### src/rtl/bm_pkg.sv
package bm_pkg;

  typedef enum logic [1:0] {
    ST_IDLE = 2'd0,
    ST_PARK = 2'd1,
    ST_PEND = 2'd2,
    ST_MAST = 2'd3
  } bm_state_e;

endpackage

### src/rtl/bm_rst_sync.sv
module bm_rst_sync #(
  parameter int STAGES = 2
) (
  input  logic clk,
  input  logic rst_n,
  output logic rst_ns
);
  localparam int MSB = STAGES - 1;

  logic [MSB:0] chain_q;

  always_ff @(posedge clk or negedge rst_n) begin
    if (!rst_n) begin
      chain_q <= '0;
    end else begin
      chain_q <= {chain_q[MSB-1:0], 1'b1};
    end
  end

  assign rst_ns = chain_q[MSB];
endmodule

### src/rtl/bm_gnt_dly.sv
module bm_gnt_dly #(
  parameter int DEPTH = 1
) (
  input  logic clk,
  input  logic rst_ns,
  input  logic gnt,
  output logic gnt_dly
);
  localparam int MSB = DEPTH - 1;

  logic [MSB:0] pipe_q;

  generate
    if (DEPTH == 1) begin : g_single
      always_ff @(posedge clk or negedge rst_ns) begin
        if (!rst_ns) pipe_q <= 1'b0;
        else         pipe_q <= gnt;
      end
    end else begin : g_multi
      always_ff @(posedge clk or negedge rst_ns) begin
        if (!rst_ns) pipe_q <= '0;
        else         pipe_q <= {pipe_q[MSB-1:0], gnt};
      end
    end
  endgenerate

  assign gnt_dly = pipe_q[MSB];
endmodule

### src/rtl/bm_fsm.sv
module bm_fsm
  import bm_pkg::*;
(
  input  logic      clk,
  input  logic      rst_ns,
  input  logic      acc_req,
  input  logic      seq_end,
  input  logic      gnt,
  input  logic      busy,
  input  logic      gnt_dly,
  output bm_state_e state_q,
  output bm_state_e state_d
);
  logic bus_free;
  logic keep_mast;

  assign bus_free  = gnt && !busy;
  assign keep_mast = acc_req && gnt_dly;

  always_comb begin
    state_d = state_q;
    case (state_q)
      ST_IDLE: begin
        if (acc_req)  state_d = bus_free ? ST_MAST : ST_PEND;
        else if (gnt) state_d = ST_PARK;
      end
      ST_PARK: begin
        if (acc_req)   state_d = bus_free ? ST_MAST : ST_PEND;
        else if (!gnt) state_d = ST_IDLE;
      end
      ST_PEND: begin
        if (bus_free) state_d = ST_MAST;
      end
      ST_MAST: begin
        if (seq_end && !keep_mast) begin
          if (acc_req)  state_d = ST_PEND;
          else if (gnt) state_d = ST_PARK;
          else          state_d = ST_IDLE;
        end
      end
      default: state_d = ST_IDLE;
    endcase
  end

  always_ff @(posedge clk or negedge rst_ns) begin
    if (!rst_ns) state_q <= ST_IDLE;
    else         state_q <= state_d;
  end

  assert_stay_master_R8: assert property (@(posedge clk) disable iff (!rst_ns)
    (state_q == ST_MAST && !seq_end) |=> state_q == ST_MAST);

  assert_dly_grant_hold_R9: assert property (@(posedge clk) disable iff (!rst_ns)
    (state_q == ST_MAST && seq_end && acc_req && gnt_dly) |=> state_q == ST_MAST);

  assert_release_R10: assert property (@(posedge clk) disable iff (!rst_ns)
    (state_q == ST_MAST && seq_end && !(acc_req && gnt_dly)) |=> state_q != ST_MAST);

  assert_idle_stays_R11: assert property (@(posedge clk) disable iff (!rst_ns)
    (state_q == ST_IDLE && !acc_req && !gnt) |=> state_q == ST_IDLE);
endmodule

### src/rtl/bm_hs_out.sv
module bm_hs_out
  import bm_pkg::*;
(
  input  logic      clk,
  input  logic      rst_ns,
  input  bm_state_e state_q,
  input  bm_state_e state_d,
  output logic      br_n,
  output logic      ba_n,
  output logic      bb_n
);
  logic upd_en;
  logic br_d, ba_d, bb_d;

  assign upd_en = (state_d != state_q);

  always_comb begin
    br_d = !(state_d == ST_PEND);
    ba_d = !(state_d == ST_MAST);
    bb_d = !(state_d == ST_MAST);
  end

  always_ff @(posedge clk or negedge rst_ns) begin
    if (!rst_ns) begin
      br_n <= 1'b1;
      ba_n <= 1'b1;
      bb_n <= 1'b1;
    end else if (upd_en) begin
      br_n <= br_d;
      ba_n <= ba_d;
      bb_n <= bb_d;
    end
  end

  assert_park_quiet_R6: assert property (@(posedge clk) disable iff (!rst_ns)
    (state_q == ST_PARK) |-> (br_n && ba_n && bb_n));

  assert_req_ack_excl_R4: assert property (@(posedge clk) disable iff (!rst_ns)
    $countones({~br_n, ~ba_n}) <= 1);
endmodule

### src/rtl/busmstr_ctrl.sv
module busmstr_ctrl
  import bm_pkg::*;
#(
  parameter int RST_STAGES = 2,
  parameter int GNT_DEPTH  = 1
) (
  input  logic clk,
  input  logic rst_n,
  input  logic acc_req,
  input  logic seq_end,
  input  logic bg_n,
  input  logic bb_n_in,
  output logic br_n,
  output logic ba_n,
  output logic bb_n_out
);
  logic      rst_ns;
  logic      gnt, busy, gnt_dly;
  bm_state_e state_q, state_d;

  assign gnt  = !bg_n;
  assign busy = !bb_n_in;

  bm_rst_sync #(.STAGES(RST_STAGES)) u_rst (
    .clk(clk), .rst_n(rst_n), .rst_ns(rst_ns)
  );

  bm_gnt_dly #(.DEPTH(GNT_DEPTH)) u_dly (
    .clk(clk), .rst_ns(rst_ns), .gnt(gnt), .gnt_dly(gnt_dly)
  );

  bm_fsm u_fsm (
    .clk(clk), .rst_ns(rst_ns), .acc_req(acc_req), .seq_end(seq_end),
    .gnt(gnt), .busy(busy), .gnt_dly(gnt_dly),
    .state_q(state_q), .state_d(state_d)
  );

  bm_hs_out u_out (
    .clk(clk), .rst_ns(rst_ns), .state_q(state_q), .state_d(state_d),
    .br_n(br_n), .ba_n(ba_n), .bb_n(bb_n_out)
  );

  assert_no_cancel_R3: assert property (@(posedge clk) disable iff (!rst_ns)
    (!br_n && !(!bg_n && bb_n_in)) |=> !br_n);

  assert_ack_needs_idle_bus_R4: assert property (@(posedge clk) disable iff (!rst_ns)
    ($fell(ba_n) && $past(!br_n)) |-> $past(bb_n_in));

  assert_direct_no_req_R5: assert property (@(posedge clk) disable iff (!rst_ns)
    (br_n && ba_n && acc_req && !bg_n && bb_n_in) |=> (br_n && !ba_n));
endmodule

### config.mk
export PLATFORM = sky130hd
export DESIGN_NAME = busmstr_ctrl
export DESIGN_NICKNAME = d
export VERILOG_FILES = /design/src/rtl/bm_pkg.sv /design/src/rtl/bm_rst_sync.sv /design/src/rtl/bm_gnt_dly.sv /design/src/rtl/bm_fsm.sv /design/src/rtl/bm_hs_out.sv /design/src/rtl/busmstr_ctrl.sv
export SDC_FILE = /design/constraint.sdc
export NUM_CORES = 1
export LEC_CHECK = 0
export ABC_AREA = 1
export BUFFER_PORTS_ARGS = -buffer_cell sky130_fd_sc_hd__clkbuf_2
export CAP_MARGIN = 10
export CELL_PAD_IN_SITES_DETAIL_PLACEMENT = 1
export CELL_PAD_IN_SITES_GLOBAL_PLACEMENT = 1
export CORE_AREA = 2 2 39 41
export DETAILED_ROUTE_END_ITERATION = 7
export DIE_AREA = 0 0 41 43
export PLACE_DENSITY_LB_ADDON = 0.1
export SYNTH_ARGS = -nofsm -noshare
export SYNTH_HDL_FRONTEND = slang
export SYNTH_HIERARCHICAL = 1
export SYNTH_SLANG_ARGS = --single-unit
### constraint.sdc
create_clock -name clk -period 1.1 [get_ports clk]
set_input_delay 0.33 -clock clk [delete_from_list [all_inputs] [get_ports clk]]
set_output_delay 0.33 -clock clk [all_outputs]
set_load 0.005 [all_outputs]
# Yosys cells after proc, flatten, opt, wreduce, memory -nomap -nowiden
# Index checks and enable logic that the tools add are counted.
[classes]
n_eq_ne = 6
n_mux = 10
n_reduce_logical = 8
[ops]
columns = ["operator", "n"]
rows = [
  ["2-to-1 mux 2 bit", 7],
  ["== test 2 bit (second input constant)", 4],
  ["case mux 2 bit (4 select lines)", 1],
  ["zero test 1 bit", 4],
  ["logical AND 1 bit", 3],
  ["== test 2 x 1 -> 1 bit (second input constant)", 1],
  ["zero test 2 bit", 1],
  ["2-to-1 mux 1 bit", 2],
  ["inequality test 2 bit", 1],
]
[totals]
register_bits = 7
inputBits = 6
out_inout_bits = 3
word_cells = 29

# Logic depth before layout (Yosys ltp)
[logic_depth]
ltp_word = 7
mapped_depth = 10
depth_no_buf = 10

# By module
# Netlist, hierarchy kept.
[by_module_without_submodules]
columns = ["module", "n_inst", "cells_per_inst", "area_per_inst_um2", "seq_area_each_um2"]
rows = [
  ["bm_hs_out", 1, 18, 128.9, 52.6],
  ["bm_fsm", 1, 18, 111.4, 50.0],
  ["bm_rst_sync", 1, 3, 53.8, 50.0],
  ["bm_gnt_dly", 1, 1, 25.0, 25.0],
  ["busmstr_ctrl", 1, 2, 7.5, 0.0],
]

# Least setup slack after synthesis
# OpenSTA, ideal clock, no wires.
[synth_timing]
path_kind = "register to register"
startpoint = "register u_fsm.state_q[0]"
endpoint = "register u_out.ba_n"
setup_time_ns = 0.076
t_arrival_ns = 1.105
t_required_ns = 1.024
path_slack_ns = -0.080
stages_incl_launch_ff = 11
path_buffers = 0
synth_period_minus_slack_ns = 1.180
path_cell_list = "dfrtp_1 inv_1 nand2_1 nand2_1 nand2_1 nand2_1 nand2_1 xnor2_1 nand2_1 nand2_1 nand2_1"
[synth_via]
elab_chain_cells = 5
word_cells_on_any_way = 14
cone_classes = "eq/ne: 5; mux: 7; reduce/logical: 2"
[synth_lines]
columns = ["element", "line_no", "text"]
rows = [
  ["start, declared", "bm_fsm.sv:11", "output bm_state_e state_q,"],
  ["start signal, assigned", "bm_fsm.sv:47", "else state_q <= state_d;"],
  ["2-to-1 mux 2 bit, on equally long branches", "bm_fsm.sv:29, bm_fsm.sv:25", ""],
  ["2-to-1 mux 2 bit, on equally long branches", "bm_fsm.sv:28, bm_fsm.sv:24", ""],
  ["case mux 2 bit (4 select lines) (*)", "bm_fsm.sv:22", "case (state_q)"],
  ["named net state_d[0]", "busmstr_ctrl.sv:19", "bm_state_e state_q, state_d;"],
  ["== test 2 bit", "bm_hs_out.sv:19", "ba_d = !(state_d == ST_MAST);"],
  ["zero test 1 bit", "bm_hs_out.sv:19", ""],
  ["end signal, assigned", "bm_hs_out.sv:26", "ba_n <= 1'b1;"],
  ["end signal, assigned", "bm_hs_out.sv:30", "ba_n <= ba_d;"],
  ["end, declared", "bm_hs_out.sv:9", "output logic ba_n,"],
]
# Mark *: on every way through the listed nets, which the timed path passes. The rest lies on a longest branch.
# A chain may end at the register's enable or synchronous reset.

# Worst setup path in the final report
[layout_timing]
startpoint = "register u_fsm.state_q[0]"
endpoint = "register u_out.br_n"
[layout_via]
elab_chain_cells = 5
word_cells_on_any_way = 14
cone_classes = "eq/ne: 5; mux: 7; reduce/logical: 2"
[layout_lines]
columns = ["element", "line_no", "text"]
rows = [
  ["2-to-1 mux 2 bit, on equally long branches", "bm_fsm.sv:29, bm_fsm.sv:25", ""],
  ["2-to-1 mux 2 bit, on equally long branches", "bm_fsm.sv:28, bm_fsm.sv:24", ""],
  ["case mux 2 bit (4 select lines) (*)", "bm_fsm.sv:22", ""],
  ["named net state_d[0]", "busmstr_ctrl.sv:19", ""],
  ["== test 2 bit", "bm_hs_out.sv:18", "br_d = !(state_d == ST_PEND);"],
  ["zero test 1 bit", "bm_hs_out.sv:18", ""],
  ["end signal, assigned", "bm_hs_out.sv:29", "br_n <= br_d;"],
  ["end, declared", "bm_hs_out.sv:8", "output logic br_n,"],
]
# Marks and branches as above.

==> results.txt <==
Slew Limit Fails -> 0
Seq. cell area -> 177.7 um2
Starting Density -> 0.2360
CTS buffer count -> 3
CP arrival -> 1420 ps
CTS tree -> done
Area of the multi-input gates -> 125.1 um2
Worst EP required -> 1270 ps
Worst-skew pair later-pin latency -> 240 ps
GP Congestion -> 0.7100
Htree depth -> 1
Final Core Density -> 0.3454
Initial DRC Count -> 2
CP peak stage delay -> 390 ps
DRT antenna net count -> 0
Max cap viols -> 0
Commonest cells post-synth -> nand2_1 (21), inv_1 (7), dfrtp_1 (5)
F_max -> 803.1 MHz
First-pass GRT wire length -> 1.366 mm
Leak -> 0.2905 nW
Post-CTS Resized -> 0
Worst Hold Class -> register to async pin
Antenna violations before repair -> 0
Buf/Inv on CP -> 1
Clock-pin slew on the worst setup and hold paths -> 60 ps
Proportion of netlist area held by the largest area contributor -> 0.3831
Final min period -> 1245 ps
# diodes -> 0
Total number of vias -> 318
Final Skew -> 2.290 ps
EDFF count, synth -> 0
Row count -> 14
Post-DP Area -> 411.6 um2
Area growth, synth to finish -> 46.36%
Synth area leaders -> dfrtp_1 (38%), nand2_1 (24%), dfstp_2 (16%), inv_1 (8.0%), nand3_1 (4.6%)
Most used cell along the critical path -> nand2_1
Final wirelength -> 769 um
DP Cell Count -> 68
Slowest CP cell -> dfrtp_1
Die Footprint -> 0.001763 mm2
I/O Buffers -> 8
Non-Filler Instances -> 77
Clock Tree Root -> clkbuf_4
Power Total -> 991.5 uW
Count leader, synth -> nand2_1
Vias/cell -> 4.130
Gr ovfl total -> 0
Yosys warns -> 6
Netlist Area Pre-Place -> 326.6 um2
CP Launch Type -> register
Failing checks -> setup timing
Largest area contributor in the netlist -> dfrtp_1
Synth Area per Inst -> 7.775 um2
CTS sink cnt -> 7
Drt first pass iters -> 2
Pwr per Cell Area -> 2074 mW/mm2
Post-synth cell types -> 9
Vias in the first global route -> 367
Max Root-Sink Buffers -> 2
Crit-path max FO -> 4
Final Cycle Share -> 1.132
Routed len/inst -> 9.987 um
Final WS setup -> -145.2 ps
Status -> complete, but fails checks
Syn Inst Count -> 42
Final Hold Violating Endpoints -> 0
Overall routing resource usage -> 0.1157
Num ports -> 9
Detailed Place HPWL -> 591.6 um
DRC errors left -> 0
Final setup fails -> 6
Post-synth ARST share -> 1.000
Post-Syn Nets -> 48
Share of cells above drive strength 1 -> 0.3770
Share of the yosys chip area belonging to registers -> 0.5441
CP top delay family -> simple AND/OR/NAND/NOR gates
Die Y -> 43 um
Setup_tns -> -660.3 ps
Fin nets -> 68
Crit Path Category -> register to register
Largest net degree at the start of global routing -> 6
Crit end category -> register
RSZ-0062 raised after global routing -> true
Peak supply drop -> 0.7802 mV
Yosys reg bits -> 7
Fillers -> 175
Crit-path cells -> inv_1, nand2_1, nand2_1, nand2_1, nand2_1, nand2_2, xnor2_2, nand2_1, nand2_1, nand2_1
Cell area after layout -> 478.0 um2
Core area -> 0.001384 mm2
Die width -> 41 um
Top FF cell, synth -> dfrtp_1
==> state kept, by name, indices dropped and copies added (netlist names) <==
| register | count |
|---|---|
| u_fsm/state_q | 2 |
| u_rst/chain_q | 2 |
| u_dly/gnt_dly | 1 |
| u_out/ba_n | 1 |
| u_out/br_n | 1 |
==> power breakdown <==
part | total [mW] | internal [mW] | leakage (nW) | switching (mW)
clock network | 0.229 | 0.138 | 0.0150 | 0.0912
logic | 0.381 | 0.206 | 0.198 | 0.175
registers | 0.382 | 0.342 | 0.0779 | 0.0400
==> placed cells by master (no fill, tap or decap) <==
cell,count
nand2_1,20
clkbuf_2,8
inv_1,7
buf_4,7
dfrtp_1,5
clkbuf_4,3
nand3_1,3
dfstp_2,2
clkbuf_1,1
dlygate4sd3_1,1
nand2_2,1
xnor2_2,1
or2_4,1
conb_1,1
==> cells by family (layout without fill, tap and decap cells) <==
kind of cell / after synthesis / in the layout / share of synthesized area
XOR/XNOR: 1 / 1 / 0.02682
buffers and inverters: 8 / 27 / 0.1035
flip-flops: 7 / 7 / 0.5441
other: 1 / 1 / 0.01148
AND/OR/NAND/NOR: 25 / 25 / 0.3142
==> what timing repair did <==
item,in CTS,in global routing
hold buffers,1,0
endpoints found under the hold margin,2,0
pin swaps,2,2
setup endpoints to repair,5,6
cloned,0,0
setup buffers,2,2
==> worst paths after layout <==
kind,startpoint,endpoint,slack [ps],depth (start not counted)
max in group asynchronous,rst_n,u_rst/chain_q[0],600,2
worst min-delay path,u_rst/chain_q[1],u_dly/gnt_dly,80,0
min in group clk,bg_n,u_dly/gnt_dly,240,2
worst max register to register,u_fsm/state_q[0],u_out/br_n,-150,10
worst min register to register,u_rst/chain_q[1],u_dly/gnt_dly,80,0
worst max-delay path,u_fsm/state_q[0],u_out/br_n,-150,10
==> per-layer routing <==
layer  vias to the layer above  GRT usage  routed length [um]
met5                         -          0                   0
met4                         0    0.04667                   0
met3                         0    0.05236                  30
met2                         6     0.1906                 437
met1                       155     0.1200                 300
li1                        157          -                   -
==> per-stage QoR <==
stage / setup WS [ps] / hold WS, ps
after global placement: -80.86 / 87.90
after floorplan: -49.81 / 34.41
final: -145.2 / 80.32
after CTS: -164.9 / 88.39
after global routing: -281.3 / 107.6
after detailed placement: -163.4 / 87.20
==> area by class of cell <==
class,count,area share
inverters,7,0.05497
well taps,16,0.04188
repair buffers,16,0.2147
flip-flops and latches,7,0.3717
clock buffers,4,0.05497
multi-input cells,27,0.2618
No activity file was read; power rests on OpenSTA's default activity.
